===== src/rtl/lhm_pkg.sv =====
package lhm_pkg;

   typedef enum logic [3:0] {
      S_IDLE,
      S_SAMPLE,
      S_TWAIT,
      S_RD_STAT,
      S_RD_OVR1,
      S_WR_SET,
      S_HOLD,
      S_RD_OVR2,
      S_WR_CLR
   } lhm_state_t;

   function automatic logic lhm_is_access(input lhm_state_t s);
      return (s == S_RD_STAT) || (s == S_RD_OVR1) || (s == S_WR_SET) ||
             (s == S_RD_OVR2) || (s == S_WR_CLR);
   endfunction

endpackage


===== src/rtl/lhm_timer.sv =====
module lhm_timer #(
   parameter int W = 8
) (
   input  logic         clk,
   input  logic         rst_n,
   input  logic         load_i,
   input  logic [W-1:0] val_i,
   output logic         zero_o
);
   logic [W-1:0] cnt_q;

   always_ff @(posedge clk or negedge rst_n) begin
      if (!rst_n)              cnt_q <= '0;
      else if (load_i)         cnt_q <= val_i;
      else if (cnt_q != '0)    cnt_q <= cnt_q - 1'b1;
   end

   assign zero_o = (cnt_q == '0);
endmodule


===== src/rtl/lhm_evt_ctr.sv =====
module lhm_evt_ctr #(
   parameter int W   = 8,
   parameter bit SAT = 1'b1
) (
   input  logic         clk,
   input  logic         rst_n,
   input  logic         inc_i,
   output logic [W-1:0] cnt_o
);
   logic [W-1:0] cnt_q;

   if (SAT) begin : g_sat
      always_ff @(posedge clk or negedge rst_n) begin
         if (!rst_n)                         cnt_q <= '0;
         else if (inc_i && (cnt_q != '1))    cnt_q <= cnt_q + 1'b1;
      end
   end else begin : g_wrap
      always_ff @(posedge clk or negedge rst_n) begin
         if (!rst_n)       cnt_q <= '0;
         else if (inc_i)   cnt_q <= cnt_q + 1'b1;
      end
   end

   assign cnt_o = cnt_q;
endmodule


===== src/rtl/lnk_health_mon.sv =====
module lnk_health_mon
   import lhm_pkg::*;
#(
   parameter int               DBG_W     = 32,
   parameter int               PA_W      = 16,
   parameter int               PD_W      = 16,
   parameter int               UP_BIT    = 4,
   parameter int               TRN_BIT   = 29,
   parameter int               RETRY_MAX = 5,
   parameter int               WAIT_CYC  = 200000,
   parameter int               HOLD_CYC  = 400000,
   parameter int               VALID_BIT = 0,
   parameter int               LOCK_W    = 6,
   parameter logic [LOCK_W-1:0] LOCK_CODE = 6'h0D,
   parameter logic [PA_W-1:0]  STAT_ADDR = 16'h100D,
   parameter logic [PA_W-1:0]  OVR_ADDR  = 16'h1005,
   parameter logic [PD_W-1:0]  OVR_MASK  = 16'h0028,
   parameter int               CNT_W     = 8,
   parameter bit               CNT_SAT   = 1'b1
) (
   input  logic             clk,
   input  logic             rst_n,
   input  logic             start_i,
   input  logic [DBG_W-1:0] dbg0_i,
   input  logic [DBG_W-1:0] dbg1_i,
   output logic             phy_req_o,
   output logic             phy_we_o,
   output logic [PA_W-1:0]  phy_addr_o,
   output logic [PD_W-1:0]  phy_wdata_o,
   input  logic             phy_done_i,
   input  logic [PD_W-1:0]  phy_rdata_i,
   input  logic             phy_err_i,
   output logic             busy_o,
   output logic             done_o,
   output logic             link_up_o,
   output logic             fault_o,
   output logic             stuck_seen_o,
   output logic [CNT_W-1:0] stuck_cnt_o
);
   localparam int RTY_W   = (RETRY_MAX < 1) ? 1 : $clog2(RETRY_MAX + 1);
   localparam int TMR_MAX = (WAIT_CYC > HOLD_CYC) ? WAIT_CYC : HOLD_CYC;
   localparam int TMR_W   = $clog2(TMR_MAX + 1);
   localparam logic [TMR_W-1:0] WAIT_LD = TMR_W'(WAIT_CYC - 1);
   localparam logic [TMR_W-1:0] HOLD_LD = TMR_W'(HOLD_CYC - 1);

   // elaboration-time parameter checks
   if (UP_BIT >= DBG_W || TRN_BIT >= DBG_W || UP_BIT == TRN_BIT) begin : g_bad_bits
      $error("lnk_health_mon: status bit positions out of range or equal");
   end
   if (LOCK_W < 1 || LOCK_W > DBG_W) begin : g_bad_lock
      $error("lnk_health_mon: LOCK_W out of range");
   end
   if (VALID_BIT >= PD_W) begin : g_bad_valid
      $error("lnk_health_mon: VALID_BIT out of range");
   end
   if (WAIT_CYC < 1 || HOLD_CYC < 1 || RETRY_MAX < 0 || CNT_W < 1) begin : g_bad_timing
      $error("lnk_health_mon: wait, hold, retry or counter parameter invalid");
   end

   lhm_state_t       st_q, st_n;
   logic [RTY_W-1:0] rty_q;
   logic [PD_W-1:0]  ovr_q;
   logic             done_q, up_q, fault_q, seen_q;

   logic             fin, fin_up, flt, cap, inc, rty_ld, rty_dec, t_ld, t_zero;
   logic [TMR_W-1:0] t_val;
   logic             smp_up, smp_trn, rx_valid, at_lock;

   logic unused_input_bits;
   assign unused_input_bits = ^{dbg0_i, dbg1_i};

   assign smp_up   = dbg1_i[UP_BIT];
   assign smp_trn  = dbg1_i[TRN_BIT];
   assign rx_valid = phy_rdata_i[VALID_BIT];
   assign at_lock  = (dbg0_i[LOCK_W-1:0] == LOCK_CODE);

   always_comb begin
      st_n    = st_q;
      fin     = 1'b0;
      fin_up  = 1'b0;
      flt     = 1'b0;
      cap     = 1'b0;
      inc     = 1'b0;
      rty_ld  = 1'b0;
      rty_dec = 1'b0;
      t_ld    = 1'b0;
      t_val   = WAIT_LD;
      case (st_q)
         S_IDLE: begin
            if (start_i) begin
               st_n   = S_SAMPLE;
               rty_ld = 1'b1;
            end
         end
         S_SAMPLE: begin
            if (!smp_up)              st_n = S_RD_STAT;
            else if (!smp_trn) begin
               fin    = 1'b1;
               fin_up = 1'b1;
            end else if (rty_q == '0) st_n = S_RD_STAT;
            else begin
               rty_dec = 1'b1;
               t_ld    = 1'b1;
               st_n    = S_TWAIT;
            end
         end
         S_TWAIT: if (t_zero) st_n = S_SAMPLE;
         S_HOLD:  if (t_zero) st_n = S_RD_OVR2;
         default: begin
            if (!lhm_is_access(st_q)) st_n = S_IDLE;
            else if (phy_done_i) begin
               if (phy_err_i) begin
                  flt = 1'b1;
                  fin = 1'b1;
               end else begin
                  case (st_q)
                     S_RD_STAT: begin
                        if (rx_valid || !at_lock) fin = 1'b1;
                        else                      st_n = S_RD_OVR1;
                     end
                     S_RD_OVR1: begin
                        cap  = 1'b1;
                        st_n = S_WR_SET;
                     end
                     S_WR_SET: begin
                        t_ld  = 1'b1;
                        t_val = HOLD_LD;
                        st_n  = S_HOLD;
                     end
                     S_RD_OVR2: begin
                        cap  = 1'b1;
                        st_n = S_WR_CLR;
                     end
                     default: begin
                        inc = 1'b1;
                        fin = 1'b1;
                     end
                  endcase
               end
            end
         end
      endcase
      if (fin) st_n = S_IDLE;
   end

   always_ff @(posedge clk or negedge rst_n) begin
      if (!rst_n) begin
         st_q    <= S_IDLE;
         rty_q   <= '0;
         ovr_q   <= '0;
         done_q  <= 1'b0;
         up_q    <= 1'b0;
         fault_q <= 1'b0;
         seen_q  <= 1'b0;
      end else begin
         st_q   <= st_n;
         done_q <= fin;
         if (rty_ld)       rty_q <= RTY_W'(RETRY_MAX);
         else if (rty_dec) rty_q <= rty_q - 1'b1;
         if (cap)          ovr_q <= phy_rdata_i;
         if (fin)          up_q  <= fin_up;
         if (flt)          fault_q <= 1'b1;
         if (inc)          seen_q  <= 1'b1;
      end
   end

   lhm_timer #(.W(TMR_W)) u_timer (
      .clk    (clk),
      .rst_n  (rst_n),
      .load_i (t_ld),
      .val_i  (t_val),
      .zero_o (t_zero)
   );

   lhm_evt_ctr #(.W(CNT_W), .SAT(CNT_SAT)) u_evt (
      .clk   (clk),
      .rst_n (rst_n),
      .inc_i (inc),
      .cnt_o (stuck_cnt_o)
   );

   assign phy_req_o    = lhm_is_access(st_q);
   assign phy_we_o     = (st_q == S_WR_SET) || (st_q == S_WR_CLR);
   assign phy_addr_o   = (st_q == S_RD_STAT) ? STAT_ADDR : OVR_ADDR;
   assign phy_wdata_o  = (st_q == S_WR_SET) ? (ovr_q | OVR_MASK) :
                         (st_q == S_WR_CLR) ? (ovr_q & ~OVR_MASK) : '0;
   assign busy_o       = (st_q != S_IDLE);
   assign done_o       = done_q;
   assign link_up_o    = up_q;
   assign fault_o      = fault_q;
   assign stuck_seen_o = seen_q;
endmodule


===== config.mk =====
export PLATFORM = sky130hd
export DESIGN_NAME = lnk_health_mon
export DESIGN_NICKNAME = d
export VERILOG_FILES = /design/src/rtl/lhm_pkg.sv /design/src/rtl/lhm_timer.sv /design/src/rtl/lhm_evt_ctr.sv /design/src/rtl/lnk_health_mon.sv
export SDC_FILE = /design/constraint.sdc
export NUM_CORES = 1
export LEC_CHECK = 0
export BUFFER_PORTS_ARGS = -buffer_cell sky130_fd_sc_hd__buf_2
export CORE_ASPECT_RATIO = 0.75
export CORE_MARGIN = 2
export CORE_UTILIZATION = 50
export CTS_BUF_LIST = sky130_fd_sc_hd__clkbuf_4 sky130_fd_sc_hd__clkbuf_8
export DETAILED_ROUTE_END_ITERATION = 8
export GPL_ROUTABILITY_DRIVEN = 0
export GPL_TIMING_DRIVEN = 0
export PLACE_DENSITY = 0.95
export SLEW_MARGIN = 20
export SYNTH_ARGS = -nofsm -noshare
export SYNTH_HDL_FRONTEND = slang
export SYNTH_SLANG_ARGS = --single-unit

===== constraint.sdc =====
create_clock -name clk -period 6.35 [get_ports clk]
set_input_delay 1.27 -clock clk [delete_from_list [all_inputs] [get_ports clk]]
set_output_delay 1.27 -clock clk [all_outputs]
set_load 0.02 [all_outputs]

* Word-level counts from Yosys, hierarchy flattened
Index checks and enable logic that the tools add are counted.
Operators by class: reductions and logical operators 21, equal/unequal tests 18, $add $sub $neg 3, multiplexer cells 59
Operators with widths (count):
- $mux W19 | 7
- $mux W4 | 11
- $mux W1 | 32
- $mux W16 | 2
- $pmux W4 S4 | 2
- $logic_not A19 Y1 | 1
- $reduce_bool A19 Y1 | 1
- $sub A19 B1 Y19 const B | 1
- $eq A4 B3 Y1 const B | 4
- $ne A10 B1 Y1 const B | 1
- $ne A3 B3 Y1 const B | 3
- $add A8 B1 Y8 const B | 1
- $eq A4 B2 Y1 const B | 2
- $ne A8 B4 Y1 const B | 1
- $ne A8 B8 Y1 const B | 1
- $reduce_and A8 Y1 | 1
- $reduce_or A4 Y1 | 2
- $ne A7 B1 Y1 const B | 1
- $ne A7 B2 Y1 const B | 1
- $eq A6 B4 Y1 const B | 1
- $logic_or A1 B1 Y1 | 6
- $mux W3 | 2
- $pmux W1 S2 | 3
- $reduce_or A3 Y1 | 2
- 11 further kinds | 12
Word-level totals: register bits 54, input port bits 85

* Depth between registers and ports, before layout
depth after elaboration 11, gate-level depth with buffers 8, mapped depth without buffers 7

* By module
Synthesis repeated with hierarchy kept, for this count alone.
Unflattened totals: cell total of the unflattened synthesis 297, area, all modules 2990.4 um^2
By module, submodules not included:
- lnk_health_mon | instances 1, cells an instance 153, area an instance 1522.7 um^2
- lhm_timer | instances 1, cells an instance 110, area an instance 1059.8 um^2
- lhm_evt_ctr | instances 1, cells an instance 34, area an instance 407.9 um^2

* Worst setup path after synthesis
No wires, ideal clock.
path kind register to output, from register st_q[2], to output phy_wdata_o[10], buffers on the path 2, stages on the path, launching flop included 7, data required time 5.080 ns, arrival 1.731 ns, path slack 3.349 ns, cells stage by stage dfrtp_1 -> clkbuf_1 -> nor2b_1 -> a22oi_1 -> nor2_1 -> clkbuf_1 -> and2_1
Between the ends: word-level cells in the longest chain between the ends 3, elaborated cells on any way between the ends 4, those cells by class 2 x eq/ne; 2 x mux
Ends and longest elaborated chain:
- from (decl) | RTL line lnk_health_mon.sv:60 | lhm_state_t st_q, st_n;
- from (signal assigned) | RTL line lnk_health_mon.sv:156 | st_q <= st_n;
- $eq A4 B4 Y1 | RTL line lnk_health_mon.sv:186 | (st_q == S_WR_CLR) ? (ovr_q & ~OVR_MASK) : '0;
- $mux W16 | RTL line lnk_health_mon.sv:186
- $mux W16 (*) | RTL line lnk_health_mon.sv:185 | assign phy_wdata_o = (st_q == S_WR_SET) ? (ovr_q | OVR_MASK) :
- to (decl) | RTL line lnk_health_mon.sv:29 | output logic [PD_W-1:0] phy_wdata_o,
Every way passes the cells marked *; elsewhere a longest branch is shown, timed or not.

* Worst setup path in the final report
from register st_q[2], to output phy_wdata_o[8]
Same word-level chain as after synthesis.

==> metrics.csv <==
metric,value,unit
synth_ff_type,dfrtp_1,
routed_wl,6.35,mm
firstDrtPassIters,4,
hold_violations,0,
cts_hold_buffers,0,
syn_area,2850,um^2
dp_hpwl,4.74,mm
drv_slew,0,
fin_crit_sh,57.2,%
critical_path_arrival,2.36,ns
fillers,439,
clk_pin_slew,0.09,ns
fin_ws,2.72,ns
grtUsageTotal,20.7,%
path_class,flop to primary output,
grt_pass1_wl,10.5,mm
place_ws,3.09,ns
cts_num_sinks,52,
nets,442,
ctsHtreeMaxLevel,2,
grt_start_max_net_pins,53,
postCtsSetupRepairBufs,0,
initial_core_util,52.6,%
area_delta_synth_final,19.7,%
synth-edff-count,0,
power,1.32,mW
maxSlewHeadroom,51.1,%
grt_pass1_vias,2250,
timing.fmax,275,MHz
die_w,91.1,um
ir_worst_vdd,0.000179,V
clk_latency,0.31,ns
antenna_cells,0,
grt_setup_unrepaired,no,
tightest_slew,0.734,ns
ctsResizeCount,0,
core_area,5410,um^2
finalSetupViolCount,0,
async_flop_share,100,%
drcViolationCount,0,
hold_path.class,flop to flop,
powerDensity,388,nW/um^2
cts-root-buf,clkbuf_8,
viasPerCell,5.39,
drtIter0Drc,139,
final.setup.tns,0,ns
antenna_found_initial,0,
period_minus_slack,3.63,ns
cts_tree,built,
ys_warn_count,0,
ys_ff_latch,52,
fp-row-count,23,
outcome,"finished, final reports clean",
antenna_left,0,
die_y,69.3,um
avgSynthCellArea,10.3,um^2
wl_per_cell,14.8,um
p_leak,1.64,nW
synthCells,275,
portBuffers,58,
synth.distinct_cells,53,
cts_buffers,5,
end_kind,primary output,
required,5.08,ns
die_area,6320,um^2
drive_above_1_share,31.1,%
crit_path_max_fanout,10,
synth-seq-area-share,45.7,%
skew,0.00720,ns
maxCapViolations,0,
cts_buffer_depth,2,
grt_overflow_total,0,
cp-start-kind,flop,
num_vias,2312,
pin_count,132,
logic make-up after synthesis:
kind of cell	synth area share, %
xor+xnor	7.08
flops	45.7
simple gates	22.8
mux	6.99
buf+inv	6.60
fa+ha+maj	1.76
compound gates	8.75
other cells	0.264
routing by layer:
metal / track usage [%] / wire length (um) / vias to the layer above
li1: - / - / 1099
met1: 27.1 / 2770 / 1108
met2: 33.7 / 3020 / 89
met3: 4.35 / 403 / 16
met4: 8.75 / 154 / 0
met5: 0 / 0 / -
state kept, by name, summed over array words and instances, names as in the netlist:
signal,flops
fault_o,1
rty_q,3
ovr_q,14
done_o,1
link_up_o,1
stuck_seen_o,1
st_q,4
u_evt.cnt_o,8
u_timer.cnt_q,19
placed cells by master, fill, tap and decap left out, types with 8 or more instances in the layout:
cell / synthesis / routed
nand2_1: 16 / 16
clkbuf_1: 8 / 8
xor2_1: 14 / 14
conb_1: 2 / 15
buf_4: 16 / 17
buf_2: 0 / 57
and2_1: 15 / 15
nor2_1: 17 / 17
xnor2_1: 9 / 9
dfrtp_1: 52 / 52
mux2_2: 15 / 15
power breakdown:
part           total, mW  internal [mW]  switching, mW  leakage [nW]
Combinational      0.541          0.229          0.312         0.941
Sequential         0.534          0.449         0.0851         0.633
Clock              0.247          0.139          0.108        0.0645
worst paths after layout:
check                              from               end  slack (ns)  depth (start not counted)
min                        stuck_seen_o      stuck_seen_o        0.49                          1
max in group asynchronous         rst_n    u_evt.cnt_o[5]        4.95                          1
max                             st_q[2]    phy_wdata_o[8]        2.72                          7
min reg2reg                stuck_seen_o      stuck_seen_o        0.49                          1
min in group asynchronous         rst_n           st_q[1]        0.98                          1
max reg2reg                     st_q[1]  u_timer.cnt_q[1]        3.92                          6
cell usage after synthesis, types with 5 or more instances:
cell type  number  area share (%)
a21oi_1         5            0.88
inv_1           7            0.92
and2_1         15             3.3
or4_1           5             1.3
xnor2_1         9             2.8
nand3_1         7             1.2
nand2_1        16             2.1
buf_4          16             4.2
xor2_1         14             4.3
o211ai_1        5             1.3
o21ai_1         6             1.1
mux2_2         15             5.9
clkbuf_1        8             1.1
dfrtp_1        52              46
nand2b_1        7             1.5
nor2_1         17             2.2
per-stage QoR:
step           cell area [um^2]  utilization [%]  cells  hold slack (ns)
3_3_place_gp               3280             60.6    421            0.439
5_1_grt                    3410             63.0    429            0.501
2_1_floorplan              2890                -    288            0.456
4_1_cts                    3400             62.9    429            0.484
3_5_place_dp               3280             60.6    421            0.450
6_report                   3410             63.0    429            0.489
worst max-delay path: stages, from the launching register on:
cell and delay [ns]:
dfrtp_1 0.43, clkbuf_1 0.31, nor2b_1 0.23, a22oi_1 0.12
nor2_1 0.30, clkbuf_1 0.31, and2_1 0.19, buf_2 0.17
layout make-up:
cell class,count,area (um^2),share of cell area (%)
buffer,25,161,4.74
clock buffer,7,96.3,2.83
clock inverter,1,30.0,0.881
inverter,7,26.3,0.771
multi-input combinational,204,1410,41.2
sequential,52,1300,38.2
tap,75,93.8,2.75
timing repair buffer,58,293,8.59
(Power assumes the default switching activity.)
